<file path="src/rtl/i2c_tgt_pkg.sv">
`timescale 1ns/1ps
// Shared types for the I2C register target.
// Holds the protocol state encoding and the fixed part of the bus address.
package i2c_tgt_pkg;

    localparam logic [2:0] DEV_PREFIX = 3'b011;

    typedef enum logic [2:0] {
        ST_IDLE,      // waiting for START
        ST_ADDR,      // shifting in address + direction
        ST_ACK_ADDR,  // driving ACK for our address
        ST_WDATA,     // shifting in a written byte
        ST_ACK_W,     // driving ACK for a written byte
        ST_RDATA,     // shifting out a read byte
        ST_RACK,      // sampling the controller's ACK/NACK
        ST_IGNORE     // not addressed or read finished; wait for START/STOP
    } i2c_state_e;

endpackage

</file>
<file path="src/rtl/i2c_pin_sync.sv">
`timescale 1ns/1ps
// Multi-flop synchronizer for one bus line.
// Assumes the line idles high, so every stage resets to 1. STAGES must be 2 or more.
module i2c_pin_sync #(
    parameter int STAGES = 2
) (
    input  logic clk,
    input  logic rst_n,
    input  logic d,
    output logic q
);
    logic [STAGES-1:0] chain;

    // Shift the raw pad value through the synchronizer chain.
    always_ff @(posedge clk) begin
        if (!rst_n) chain <= '1;
        else        chain <= {chain[STAGES-2:0], d};
    end

    assign q = chain[STAGES-1];
endmodule

</file>
<file path="src/rtl/i2c_bus_events.sv">
`timescale 1ns/1ps
// Decodes SCL edges and START/STOP conditions from synchronized lines.
// Assumes both inputs come from synchronizers of equal latency.
module i2c_bus_events (
    input  logic clk,
    input  logic rst_n,
    input  logic scl_s,
    input  logic sda_s,
    output logic scl_rise,
    output logic scl_fall,
    output logic start_det,
    output logic stop_det
);
    logic scl_d, sda_d;

    // Keep the previous sample of each line for edge detection.
    always_ff @(posedge clk) begin
        if (!rst_n) begin
            scl_d <= 1'b1;
            sda_d <= 1'b1;
        end else begin
            scl_d <= scl_s;
            sda_d <= sda_s;
        end
    end

    assign scl_rise  = !scl_d && scl_s;
    assign scl_fall  = scl_d && !scl_s;
    assign start_det = scl_d && scl_s && sda_d && !sda_s;
    assign stop_det  = scl_d && scl_s && !sda_d && sda_s;
endmodule

</file>
<file path="src/rtl/i2c_reg_bank.sv">
`timescale 1ns/1ps
// Byte register bank with one write port and one combinational read port.
// Register CTRL_IDX resets to CTRL_RST and exports its upper nibble as the
// variable part of the bus address. NUM_REGS must be a power of two.
module i2c_reg_bank #(
    parameter int         NUM_REGS = 16,
    parameter int         CTRL_IDX = 0,
    parameter logic [7:0] CTRL_RST = 8'h80,
    localparam int        PTR_W    = $clog2(NUM_REGS)
) (
    input  logic             clk,
    input  logic             rst_n,
    input  logic             wr_en,
    input  logic [PTR_W-1:0] wr_addr,
    input  logic [7:0]       wr_data,
    input  logic [PTR_W-1:0] rd_addr,
    output logic [7:0]       rd_data,
    output logic [3:0]       dev_nib
);
    logic [7:0] regs [NUM_REGS];

    for (genvar g = 0; g < NUM_REGS; g++) begin : g_reg
        localparam logic [7:0] RST_VAL = (g == CTRL_IDX) ? CTRL_RST : 8'h00;
        // Hold one register; load it when the write port selects it.
        always_ff @(posedge clk) begin
            if (!rst_n)                                  regs[g] <= RST_VAL;
            else if (wr_en && wr_addr == PTR_W'(g))      regs[g] <= wr_data;
        end
    end

    assign rd_data = regs[rd_addr];
    assign dev_nib = regs[CTRL_IDX][7:4];
endmodule

</file>
<file path="src/rtl/i2c_target_fsm.sv">
`timescale 1ns/1ps
// Byte-level protocol engine of the I2C target.
// Samples SDA on SCL rise, changes its SDA drive only on SCL fall, and treats
// START/STOP as overriding every state. Assumes no clock stretching is needed.
module i2c_target_fsm
    import i2c_tgt_pkg::*;
#(
    parameter int PTR_W = 4
) (
    input  logic             clk,
    input  logic             rst_n,
    input  logic             scl_rise,
    input  logic             scl_fall,
    input  logic             sda_s,
    input  logic             start_det,
    input  logic             stop_det,
    input  logic [3:0]       dev_nib,
    input  logic [7:0]       rd_data,
    output logic [PTR_W-1:0] rd_addr,
    output logic             wr_en,
    output logic [PTR_W-1:0] wr_addr,
    output logic [7:0]       wr_data,
    output logic             sda_oe,
    output i2c_state_e       state,
    output logic [PTR_W-1:0] ptr
);
    logic [3:0] bit_cnt;
    logic [7:0] shreg;
    logic [7:0] txreg;
    logic       is_read;
    logic       first_byte;
    logic       mack;

    // Next byte for a read continues at ptr+1 while the controller's ACK is pending.
    assign rd_addr = (state == ST_RACK) ? PTR_W'(ptr + 1'b1) : ptr;

    // Protocol sequencing, pointer update and SDA drive.
    always_ff @(posedge clk) begin
        if (!rst_n) begin
            state      <= ST_IDLE;
            bit_cnt    <= '0;
            shreg      <= '0;
            txreg      <= '0;
            is_read    <= 1'b0;
            first_byte <= 1'b0;
            mack       <= 1'b0;
            ptr        <= '0;
            sda_oe     <= 1'b0;
            wr_en      <= 1'b0;
            wr_addr    <= '0;
            wr_data    <= '0;
        end else begin
            wr_en <= 1'b0;
            if (start_det) begin
                state   <= ST_ADDR;
                bit_cnt <= '0;
                sda_oe  <= 1'b0;
            end else if (stop_det) begin
                state  <= ST_IDLE;
                sda_oe <= 1'b0;
            end else begin
                case (state)
                    ST_ADDR, ST_WDATA: begin
                        if (scl_rise) begin
                            shreg   <= {shreg[6:0], sda_s};
                            bit_cnt <= bit_cnt + 1'b1;
                        end else if (scl_fall && bit_cnt == 4'd8) begin
                            if (state == ST_ADDR) begin
                                if (shreg[7:1] == {DEV_PREFIX, dev_nib}) begin
                                    is_read <= shreg[0];
                                    sda_oe  <= 1'b1;
                                    state   <= ST_ACK_ADDR;
                                end else begin
                                    state <= ST_IGNORE;
                                end
                            end else begin
                                if (first_byte) begin
                                    ptr        <= shreg[PTR_W-1:0];
                                    first_byte <= 1'b0;
                                end else begin
                                    wr_en   <= 1'b1;
                                    wr_addr <= ptr;
                                    wr_data <= shreg;
                                    ptr     <= ptr + 1'b1;
                                end
                                sda_oe <= 1'b1;
                                state  <= ST_ACK_W;
                            end
                        end
                    end
                    ST_ACK_ADDR: begin
                        if (scl_fall) begin
                            bit_cnt <= '0;
                            if (is_read) begin
                                txreg  <= rd_data;
                                sda_oe <= !rd_data[7];
                                state  <= ST_RDATA;
                            end else begin
                                sda_oe     <= 1'b0;
                                first_byte <= 1'b1;
                                state      <= ST_WDATA;
                            end
                        end
                    end
                    ST_ACK_W: begin
                        if (scl_fall) begin
                            sda_oe  <= 1'b0;
                            bit_cnt <= '0;
                            state   <= ST_WDATA;
                        end
                    end
                    ST_RDATA: begin
                        if (scl_rise) begin
                            bit_cnt <= bit_cnt + 1'b1;
                        end else if (scl_fall) begin
                            if (bit_cnt == 4'd8) begin
                                sda_oe <= 1'b0;
                                state  <= ST_RACK;
                            end else begin
                                txreg  <= {txreg[6:0], 1'b0};
                                sda_oe <= !txreg[6];
                            end
                        end
                    end
                    ST_RACK: begin
                        if (scl_rise) begin
                            mack <= !sda_s;
                        end else if (scl_fall) begin
                            if (mack) begin
                                ptr     <= ptr + 1'b1;
                                txreg   <= rd_data;
                                sda_oe  <= !rd_data[7];
                                bit_cnt <= '0;
                                state   <= ST_RDATA;
                            end else begin
                                state <= ST_IGNORE;
                            end
                        end
                    end
                    default: ;
                endcase
            end
        end
    end
endmodule

</file>
<file path="src/rtl/i2c_reg_target.sv">
`timescale 1ns/1ps
// I2C target with a byte register bank (top level).
// Assumes clk oversamples SCL well enough that every SCL phase lasts several
// clk cycles beyond the synchronizer latency. SDA is open-drain: the pad
// logic pulls the line low while sda_drive_low is 1.
module i2c_reg_target
    import i2c_tgt_pkg::*;
#(
    parameter int         NUM_REGS    = 16,
    parameter int         CTRL_IDX    = 0,
    parameter logic [7:0] CTRL_RST    = 8'h80,
    parameter int         SYNC_STAGES = 2
) (
    input  logic clk,
    input  logic rst_n,
    input  logic scl_in,
    input  logic sda_in,
    output logic sda_drive_low
);
    localparam int PTR_W = $clog2(NUM_REGS);

    logic             scl_s, sda_s;
    logic             scl_rise, scl_fall, start_det, stop_det;
    logic [PTR_W-1:0] rd_addr, wr_addr, ptr;
    logic [7:0]       rd_data, wr_data;
    logic [3:0]       dev_nib;
    logic             wr_en, sda_oe;
    i2c_state_e       state;

    i2c_pin_sync #(.STAGES(SYNC_STAGES)) u_scl_sync (
        .clk(clk), .rst_n(rst_n), .d(scl_in), .q(scl_s));
    i2c_pin_sync #(.STAGES(SYNC_STAGES)) u_sda_sync (
        .clk(clk), .rst_n(rst_n), .d(sda_in), .q(sda_s));

    i2c_bus_events u_events (
        .clk(clk), .rst_n(rst_n), .scl_s(scl_s), .sda_s(sda_s),
        .scl_rise(scl_rise), .scl_fall(scl_fall),
        .start_det(start_det), .stop_det(stop_det));

    i2c_target_fsm #(.PTR_W(PTR_W)) u_fsm (
        .clk(clk), .rst_n(rst_n), .scl_rise(scl_rise), .scl_fall(scl_fall),
        .sda_s(sda_s), .start_det(start_det), .stop_det(stop_det),
        .dev_nib(dev_nib), .rd_data(rd_data), .rd_addr(rd_addr),
        .wr_en(wr_en), .wr_addr(wr_addr), .wr_data(wr_data),
        .sda_oe(sda_oe), .state(state), .ptr(ptr));

    i2c_reg_bank #(.NUM_REGS(NUM_REGS), .CTRL_IDX(CTRL_IDX), .CTRL_RST(CTRL_RST)) u_bank (
        .clk(clk), .rst_n(rst_n), .wr_en(wr_en), .wr_addr(wr_addr),
        .wr_data(wr_data), .rd_addr(rd_addr), .rd_data(rd_data),
        .dev_nib(dev_nib));

    assign sda_drive_low = sda_oe;
endmodule

</file>
<file path="config.mk">
export PLATFORM = sky130hd
export DESIGN_NAME = i2c_reg_target
export DESIGN_NICKNAME = d
export VERILOG_FILES = /design/src/rtl/i2c_tgt_pkg.sv /design/src/rtl/i2c_pin_sync.sv /design/src/rtl/i2c_bus_events.sv /design/src/rtl/i2c_reg_bank.sv /design/src/rtl/i2c_target_fsm.sv /design/src/rtl/i2c_reg_target.sv
export SDC_FILE = /design/constraint.sdc
export NUM_CORES = 1
export LEC_CHECK = 0
export BUFFER_PORTS_ARGS = -buffer_cell sky130_fd_sc_hd__buf_2
export CORE_MARGIN = 3
export CORE_UTILIZATION = 45
export DETAILED_ROUTE_END_ITERATION = 7
export GPL_TIMING_DRIVEN = 0
export SYNTH_ARGS = -nofsm -noshare
export SYNTH_HDL_FRONTEND = slang
export SYNTH_HIERARCHICAL = 1
export SYNTH_SLANG_ARGS = --single-unit
export TNS_END_PERCENT = 30
</file>
<file path="constraint.sdc">
create_clock -name clk -period 2.7 [get_ports clk]
set_input_delay 0.54 -clock clk [delete_from_list [all_inputs] [get_ports clk]]
set_output_delay 0.54 -clock clk [all_outputs]
set_load 0.01 [all_outputs]
</file>
== After elaboration in Yosys (flattened, before gate mapping) ==
Memory sizes are Yosys's and may differ from the RTL's.
Cells that the tools add are included.
Cells by class
  add/subtract/negate cells: 2
  eq/ne operators: 49
  multiplexer cells: 126
  bitwise logic cells: 24
  reduce and logical (&&, ||, !) cells: 54
Operator list (count)
  8-bit two-way mux: 16
  1-bit two-way mux: 70
  7-bit two-way mux: 8
  4-bit two-way mux: 13
  4-bit equality test, second input constant: 9
  3-bit two-way mux: 12
  1-bit logical AND: 24
  4-bit by 3-bit != test with 1-bit output, second input constant: 6
  11-bit AND reduction: 2
  7-bit case mux with 3 select lines: 1
  7-bit AND reduction: 3
  2-bit by 1-bit != test with 1-bit output, second input constant: 10
  10-bit AND reduction: 2
  4-bit by 3-bit equality test with 1-bit output, second input constant: 4
  1-bit OR: 16
  3-bit case mux with 5 select lines: 1
  2-bit != test, second input constant: 6
  4-bit != test, second input constant: 3
  4-bit case mux with 3 select lines: 1
  3-bit equality test, second input constant: 3
  9-bit AND reduction: 1
  4-bit by 1-bit adder with 4-bit output, second input constant: 2
  4-bit by 2-bit equality test with 1-bit output, second input constant: 2
  1-bit inverter: 8
  other kinds (20): 32
Storage, ports and cells
  register bits: 49
  memory bits (writable): 128
  input port bits: 4
  output and inout port bits: 1
  logic and storage cells: 273
  memories: 1
Memories
  u_bank.regs: depth 16, width 8, rd ports 2, clocked after memory_dff 0, wr ports 16, RTL line i2c_reg_bank.sv:20  | logic [7:0] regs [NUM_REGS];

== Logic depth before layout (Yosys ltp) ==
Gate-level depths: netlist of the first run.
An unclocked memory read counts as a cell.
  depth in word-level cells: 9
  depth in mapped cells: 12
  depth with buffers taken out: 11

== Modules after synthesis ==
The synthesis of the first run kept the hierarchy.
Modules (own cells, without submodules)
  i2c_reg_bank: instances 1, cells an instance 385, area each 5995.8 um^2, seq. area each 3843.7 um^2
  i2c_target_fsm: instances 1, cells an instance 279, area each 2209.6 um^2, seq. area each 860.8 um^2
  i2c_pin_sync: instances 2, cells an instance 4, area each 52.6 um^2, seq. area each 40.0 um^2
  i2c_bus_events: instances 1, cells an instance 8, area each 85.1 um^2, seq. area each 40.0 um^2

== Worst setup path after synthesis of the first run ==
OpenSTA, ideal clock, no wires.
  path type: reg-to-reg
  start: reg u_fsm.state[0]
  end: reg u_fsm.sda_oe
  setup time: 0.058 ns
  arrival: 2.490 ns
  required time: 2.642 ns
  slack: 0.152 ns
  stages on the path, launching flop included: 13
  buffers on the path: 3
  period minus slack after synthesis: 2.548 ns
  cells stage by stage: dfxtp_1 buf_4 nand3b_1 xnor2_1 buf_6 buf_4 mux4_2 a22oi_1 nand2_1 o21a_1 o21bai_1 a211o_1 o211a_1
On the way
  cells in the longest elaborated chain, start to end: 8
  elaborated cells between the ends (all ways): 31
  classes of those cells: eq/ne (16); mux (10); reduce/logical (4); memory (1)
RTL lines
  start, declared: RTL line i2c_target_fsm.sv:24  | output i2c_state_e state,
  start signal, assigned: RTL line i2c_target_fsm.sv:40  | state <= ST_IDLE;
  start signal, assigned: RTL line i2c_target_fsm.sv:55  | state <= ST_ADDR;
  start signal, assigned: RTL line i2c_target_fsm.sv:59  | state <= ST_IDLE;
  3-bit equality test *: RTL line i2c_target_fsm.sv:35  | assign rd_addr = (state == ST_RACK) ? PTR_W'(ptr + 1'b1) : ptr;
  4-bit two-way mux *: RTL line i2c_target_fsm.sv:35
  via rd_addr[0]: RTL line i2c_reg_target.sv:24  | logic [PTR_W-1:0] rd_addr, wr_addr, ptr;
  memory 16 x 8 bit *
  via rd_data[7]: RTL line i2c_reg_target.sv:25  | logic [7:0] rd_data, wr_data;
  1-bit logical NOT *: RTL line i2c_target_fsm.sv:96, i2c_target_fsm.sv:132
  1-bit two-way mux: RTL line i2c_target_fsm.sv:129  | if (mack) begin
  1-bit two-way mux: RTL line i2c_target_fsm.sv:128  | end else if (scl_fall) begin
  1-bit two-way mux: RTL line i2c_target_fsm.sv:126  | if (scl_rise) begin
  1-bit case mux with 5 select lines *: RTL line i2c_target_fsm.sv:62  | case (state)
  end signal, assigned: RTL line i2c_target_fsm.sv:96  | sda_oe <= !rd_data[7];
  end signal, assigned: RTL line i2c_target_fsm.sv:121  | sda_oe <= !txreg[6];
  end signal, assigned: RTL line i2c_target_fsm.sv:132  | sda_oe <= !rd_data[7];
  end, declared: RTL line i2c_target_fsm.sv:23  | output logic sda_oe,
The timed path passes the listed nets; every way through them passes the cells marked *. The select of a mux whose other input is x is not followed.
A chain may end at the register's enable or synchronous reset.

== Worst setup path in the final report of the first run ==
Ends and elaborated chain as after synthesis.

==> results.md, run 1 <==
* Flops & latches, synth at 177
* Slew Limit Headroom at 10.7%
* Pin count of the biggest net entering global routing at 17
* DR DRC count at 0
* Nature of the critical path startpoint: flip-flop
* Routability cong. at 0.913
* Via count at 5588
* Cell Area, Synth at 8400 um^2
* Antenna diodes at 0
* Synthesis Warnings at 6
* Initial DRC count at 582
* Post-synth EDFFs at 128
* Share of cells above drive strength 1 at 14.5%
* Period utilisation layout at 98.4%
* Vias in the first global route at 5567
* RSZ-0062 raised after global routing: yes
* Pins Over Slew Limit at 0
* Average wire per standard cell at 21.9 um
* Worst Reg-to-Reg Cells at 11
* Post-route ant nets at 0
* Arr. time, crit path at 3.03 ns
* Critical Path RT at 3.07 ns
* Most common cell in the synthesized netlist: and2_1
* Port Buffers at 4
* Static leakage power at 0.00348 uW
* DPL Wire Length at 14.2 mm
* Clock skew at 0.00787 ns
* Final period demand of the worst path at 2.66 ns
* Clk sinks at 177
* Num rows at 49
* CTS clock-pin slew for the worst setup and hold paths at 0.06 ns
* Util after Layout at 52.6%
* Clk root buf: clkbuf_16
* WS Path Type: flip-flop to flip-flop
* HP Class: primary input to flip-flop
* Max Cap Viol at 0
* Post-Route WL at 21.0 mm
* Most frequent cells after synthesis: 130 x and2_1, 128 x edfxtp_1, 53 x nand2_1
* TritonCTS buffer count at 17
* FFs w/ async S/R, synth at 0%
* CP startpoint: u_fsm/state[0]
* Synth-to-Final Area Change at 13.7%
* Die Area at 20300 um^2
* Post-Synthesis Cells at 680
* Die X at 143 um
* CTS H-tree depth at 4
* Dominant synthesized flop cell: edfxtp_1
* Reg2Reg Setup Slack at 0.04 ns
* Clock Path Buffers at 2
* Final hold viol count at 0
* Finished layout cell area at 9550 um^2
* DRT Pass-1 Iters at 5
* Max IR drop VDD at 0.419 mV
* Tightest Pin Transition at 1.33 ns
* Worst Min Path Start: sda_in
* Post-synth top area share at 45.8%
* Highest achievable clock rate at 0.376 GHz
* Die Height at 143 um
* Area of the multi-input gates at 3310 um^2
* Initial antenna violation count at 0
* Worst R2R End: u_fsm/sda_oe
* Place WS at -0.525 ns
* Tot GR Track Use at 21.3%
* Fillers at 1565
* Total grt overflow at 0
* Cell Area, Placed at 8720 um^2
* Setup TNS at 0 ns
* Clk_lat worst skew at 0.42 ns
* Ports at 5
* Synth area leader: edfxtp_1
* Crit path capture type: flip-flop
* Setup slack after layout at 0.0435 ns
* Synth cell types at 64
* Fin nets at 727
* Via/cell ratio at 5.81
* Setup crit end: u_fsm/sda_oe
* Synth area leaders: edfxtp_1 46%, dfxtp_1 12%, and2_1 9.7%
* Post-synthesis sequential area ratio at 57.5%
* Synthesized area per cell at 12.3 um^2
* Mapped Nets at 687
* Reg area at 4830 um^2
* First-pass GRT wire length at 32.2 mm
* Final setup viols at 0
* TritonCTS clock tree: built
* Core area at 18100 um^2
* Initial Utilization at 46.3%
* Max FO, Critical Path at 5
* Status: completed
* PwrDens at 607 nW/um^2
* Worst R2R Start: u_fsm/state[0]
## power breakdown
| group | switching (uW) | internal [uW] | total, uW |
|---|---|---|---|
| Combinational | 121 | 58.3 | 180 |
| Clock | 1040 | 1580 | 2620 |
| Sequential | 22.6 | 2970 | 3000 |
## final cells by class
class	instances	area share (%)
multi-input cells	452	34.6
flip-flops and latches	177	50.6
well taps	229	3.00
clock buffers	24	5.95
repair buffers	22	1.62
plain buffers	41	2.99
clock inverters	8	0.852
inverters	9	0.354
## metrics by stage
stage / hold slack (ns) / cells / total power, uW
3_3_place_gp: 0.410 / 913 / 3220
3_5_place_dp: 0.411 / 915 / 3230
2_1_floorplan: 0.386 / 680 / 3160
6_report: 0.296 / 962 / 5800
5_1_grt: 0.288 / 962 / 5980
4_1_cts: 0.287 / 961 / 5840
## critical path, stage by stage, from the launching register on
cell	delay [ns]
dfxtp_4	0.35
nand3b_1	0.25
xnor2_1	0.26
buf_6	0.17
buf_12	0.12
mux4_2	0.50
a22oi_2	0.24
nand2_1	0.12
o21a_1	0.19
o21bai_1	0.12
a211o_1	0.14
o211a_1	0.13
## worst min-delay path by stage
stage,end,slack (ns),cells past startpoint
4_1_cts,u_sda_sync/chain[0],0.29,2
6_report,u_sda_sync/chain[0],0.30,2
5_1_grt,u_sda_sync/chain[0],0.29,2
3_3_place_gp,u_scl_sync/chain[1],0.41,1
2_1_floorplan,u_scl_sync/chain[1],0.39,1
3_5_place_dp,u_sda_sync/chain[1],0.41,1
## per-layer routing
layer,vias to the layer above,routed length [um],track usage (%)
met5,-,0,0
met4,0,361,5.70
met3,21,1500,5.88
met2,202,9990,34.1
met1,2803,9180,28.7
li1,2562,-,-
## layout by cell type, fill, tap and decap left out, types with 5 or more instances in the layout
cell type and n:
mux4_1 13, mux4_2 19, dfxtp_1 46, or3_1 5
o21ai_1 9, a22oi_1 15, buf_6 5, a311oi_1 6
edfxtp_1 128, nand3b_1 5, clkbuf_16 22, nor2_1 42
mux2i_1 10, buf_4 22, nand2b_1 13, nand4_1 5
nor3_1 7, a21oi_1 26, inv_1 9, o21ai_0 19
nor2b_1 8, clkbuf_1 24, buf_2 5, nand2_1 53
nand3_1 12, and2_1 130
## what timing repair did
item                       CTS  global route
setup endpoints to repair    8             6
gates resized for setup     20             0
hold buffers                 0             0
buffers inserted            15             0
pin swaps                    6             0
hold endpoints to repair     0             0
## state kept, by name, summed over array words and instances, names as in the netlist
| register | count |
|---|---|
| u_fsm/wr_data | 8 |
| u_fsm/is_read | 1 |
| u_fsm/shreg | 8 |
| u_fsm/state | 3 |
| u_sda_sync/chain | 2 |
| u_fsm/wr_addr | 4 |
| u_scl_sync/chain | 2 |
| u_fsm/mack | 1 |
| u_bank/regs | 128 |
| u_fsm/wr_en | 1 |
| u_fsm/bit_cnt | 4 |
| u_fsm/ptr | 4 |
| u_events/scl_d | 1 |
| u_fsm/sda_oe | 1 |
| u_fsm/first_byte | 1 |
| u_events/sda_d | 1 |
| u_fsm/txreg | 7 |
## logic make-up (layout without fill, tap and decap cells)
kind of cell             Yosys count  count (layout)  synth area share [%]
XOR/XNOR                           7               7                 0.730
AO/OA/AOI/OAI                     96              96                  7.24
AND/OR/NAND/NOR                  302             302                  20.0
flip-flops                       177             177                  57.5
multiplexers                      44              44                  10.6
adder cells (fa/ha/maj)            3               3                 0.447
buffers and inverters             51             104                  3.49
(Power assumes the default switching activity.)
==> run 2, diff against run 1 <==
clock period = 2.4 ns   (was 2.7 ns; I/O delays follow)
==> results.md, run 2 (synthesis results as in run 1) <==
* Status: complete, but fails checks
* Failing checks: setup timing
* Initial DRC count at 539
* Total grt overflow at 0
* Worst Min Path Start: sda_in
* Clk root buf: clkbuf_16
* Ports at 5
* Pins Over Slew Limit at 0
* PwrDens at 672 nW/um^2
* Critical Path RT at 2.78 ns
* Core area at 18100 um^2
* Clock Path Buffers at 2
* Worst Reg-to-Reg Cells at 12
* Num rows at 49
* Arr. time, crit path at 3.14 ns
* Biggest regs: u_bank/regs x128, u_fsm/shreg x8, u_fsm/wr_data x8
* Average wire per standard cell at 22.1 um
* CTS clock-pin slew for the worst setup and hold paths at 0.07 ns
* WHS at 0.225 ns
* Slew Limit Headroom at 15.1%
* Max FO, Critical Path at 8
* Util after Layout at 52.5%
* Clock skew at 0.0101 ns
* Hold path depth at 2
* Post-route ant nets at 0
* Top reg by flops: u_bank/regs
* Hold worst-path end: u_sda_sync/chain[0]
* Die Height at 143 um
* Vias in the first global route at 5484
* WS Path Type: flip-flop to flip-flop
* Clk sinks at 177
* Fin nets at 725
* TritonCTS buffer count at 17
* Fillers at 1545
* DR DRC count at 0
* HP Class: primary input to flip-flop
* Nature of the critical path startpoint: flip-flop
* Reg2Reg Setup Slack at -0.36 ns
* DPL Wire Length at 14.3 mm
* Highest achievable clock rate at 0.363 GHz
* TritonCTS clock tree: built
* CTS H-tree depth at 4
* Synth-to-Final Area Change at 13.6%
* Clk_lat worst skew at 0.44 ns
* Final hold viol count at 0
* Tot GR Track Use at 21.4%
* Max IR drop VDD at 0.592 mV
* Post-Route WL at 21.2 mm
* Placed Instances at 915
* Routability cong. at 0.920
* Initial Utilization at 46.3%
* DRT Pass-1 Iters at 5
* Pin count of the biggest net entering global routing at 18
* Setup TNS at -1.47 ns
* Commonest cells after routing, fill and taps aside: 130 x and2_1, 128 x edfxtp_1, 51 x nand2_1
* First-pass GRT wire length at 32.3 mm
* Static leakage power at 0.00340 uW
* Setup slack after layout at -0.356 ns
* Worst R2R Start: u_fsm/state[2]
* Final period demand of the worst path at 2.76 ns
* Tightest Pin Transition at 1.26 ns
* RSZ-0062 raised after global routing: yes
* Worst R2R End: u_fsm/sda_oe
* Die Area at 20300 um^2
* Via count at 5663
* Die X at 143 um
* Final setup viols at 8
* Port Buffers at 4
* Crit path capture type: flip-flop
* Most common cell after layout, fill and taps aside: and2_1
* Max FFs per register at 128
* Hold Buf Count CTS at 0
* Antenna diodes at 0
* Initial antenna violation count at 0
* Period utilisation layout at 115%
* Share of cells above drive strength 1 at 18.2%
* Max Cap Viol at 0
* Post-Layout Cell Count at 960
* Via/cell ratio at 5.90
## run 2: cell count changes in the layout (fill, tap and decap cells not counted), sizes merged
cell | previous run | this run
clkinv | 4 | 1
bufinv | 1 | 2
clkbuf | 49 | 43
buf | 36 | 35
clkinvlp | 0 | 4
inv | 12 | 17
clkdlybuf4s25 | 1 | 0
bufbuf | 1 | 0
## run 2: how the worst max path moves through the flow
stage          slack (ns)           start      endpoint  cells after the start
6_report            -0.36  u_fsm/state[2]  u_fsm/sda_oe                     12
5_1_grt             -0.43  u_fsm/state[2]  u_fsm/sda_oe                     13
4_1_cts             -0.40  u_fsm/state[0]  u_fsm/sda_oe                     12
3_5_place_dp        -0.77  u_fsm/state[2]  u_fsm/sda_oe                     12
3_3_place_gp        -0.71  u_fsm/state[2]  u_fsm/sda_oe                     12
2_1_floorplan       -0.07  u_fsm/state[0]  u_fsm/sda_oe                     12
## run 2: what timing repair did
item                                    CTS  global route
pin swaps                                10            10
gates cloned                              0             0
resized for setup                        26            25
endpoints found under the setup margin   53            27
setup buffers                            10             3
## run 2: final cells by class
| type | instances | area, um^2 | area share [%] |
|---|---|---|---|
| clock buffer | 17 | 425 | 4.46 |
| clock inverter | 15 | 171 | 1.80 |
| multi-input combinational | 452 | 3340 | 35.0 |
| tap | 229 | 287 | 3.00 |
| inverter | 9 | 33.8 | 0.354 |
| timing repair buffer | 21 | 188 | 1.97 |
| buffer | 40 | 263 | 2.76 |
| sequential | 177 | 4830 | 50.6 |
## run 2: stage by stage
step / total power [uW] / instance area [um^2] / setup WS, ns
after floorplan: 3560 / 8410 / -0.0667
after global placement: 3620 / 8720 / -0.711
after detailed placement: 3630 / 8730 / -0.769
after CTS: 6450 / 9470 / -0.397
after global routing: 6600 / 9540 / -0.426
final: 6410 / 9540 / -0.356
## run 2: per-layer routing
metal	up-vias	part of all wire (%)	GRT usage, %
li1	2549	-	-
met1	2876	45	30.9
met2	215	47	33.3
met3	23	6.8	4.17
met4	0	1.3	5.90
met5	-	0	0
## run 2: power by group
part	total [uW]	internal (uW)	leakage [uW]	switching, uW
sequential	3370	3340	0.00171	27.5
clock	2830	1570	0.000280	1270
combinational	206	68.5	0.00140	137
## run 2: critical path: stages (launching register included)
cell and delay [ns]:
dfxtp_2 0.34, buf_6 0.12, nand3b_1 0.22, xnor2_2 0.25, buf_6 0.15, buf_12 0.11, mux4_2 0.49, a22oi_2 0.25
nand2_1 0.13, o21a_1 0.21, o21bai_1 0.15, a211o_1 0.15, o211a_1 0.13
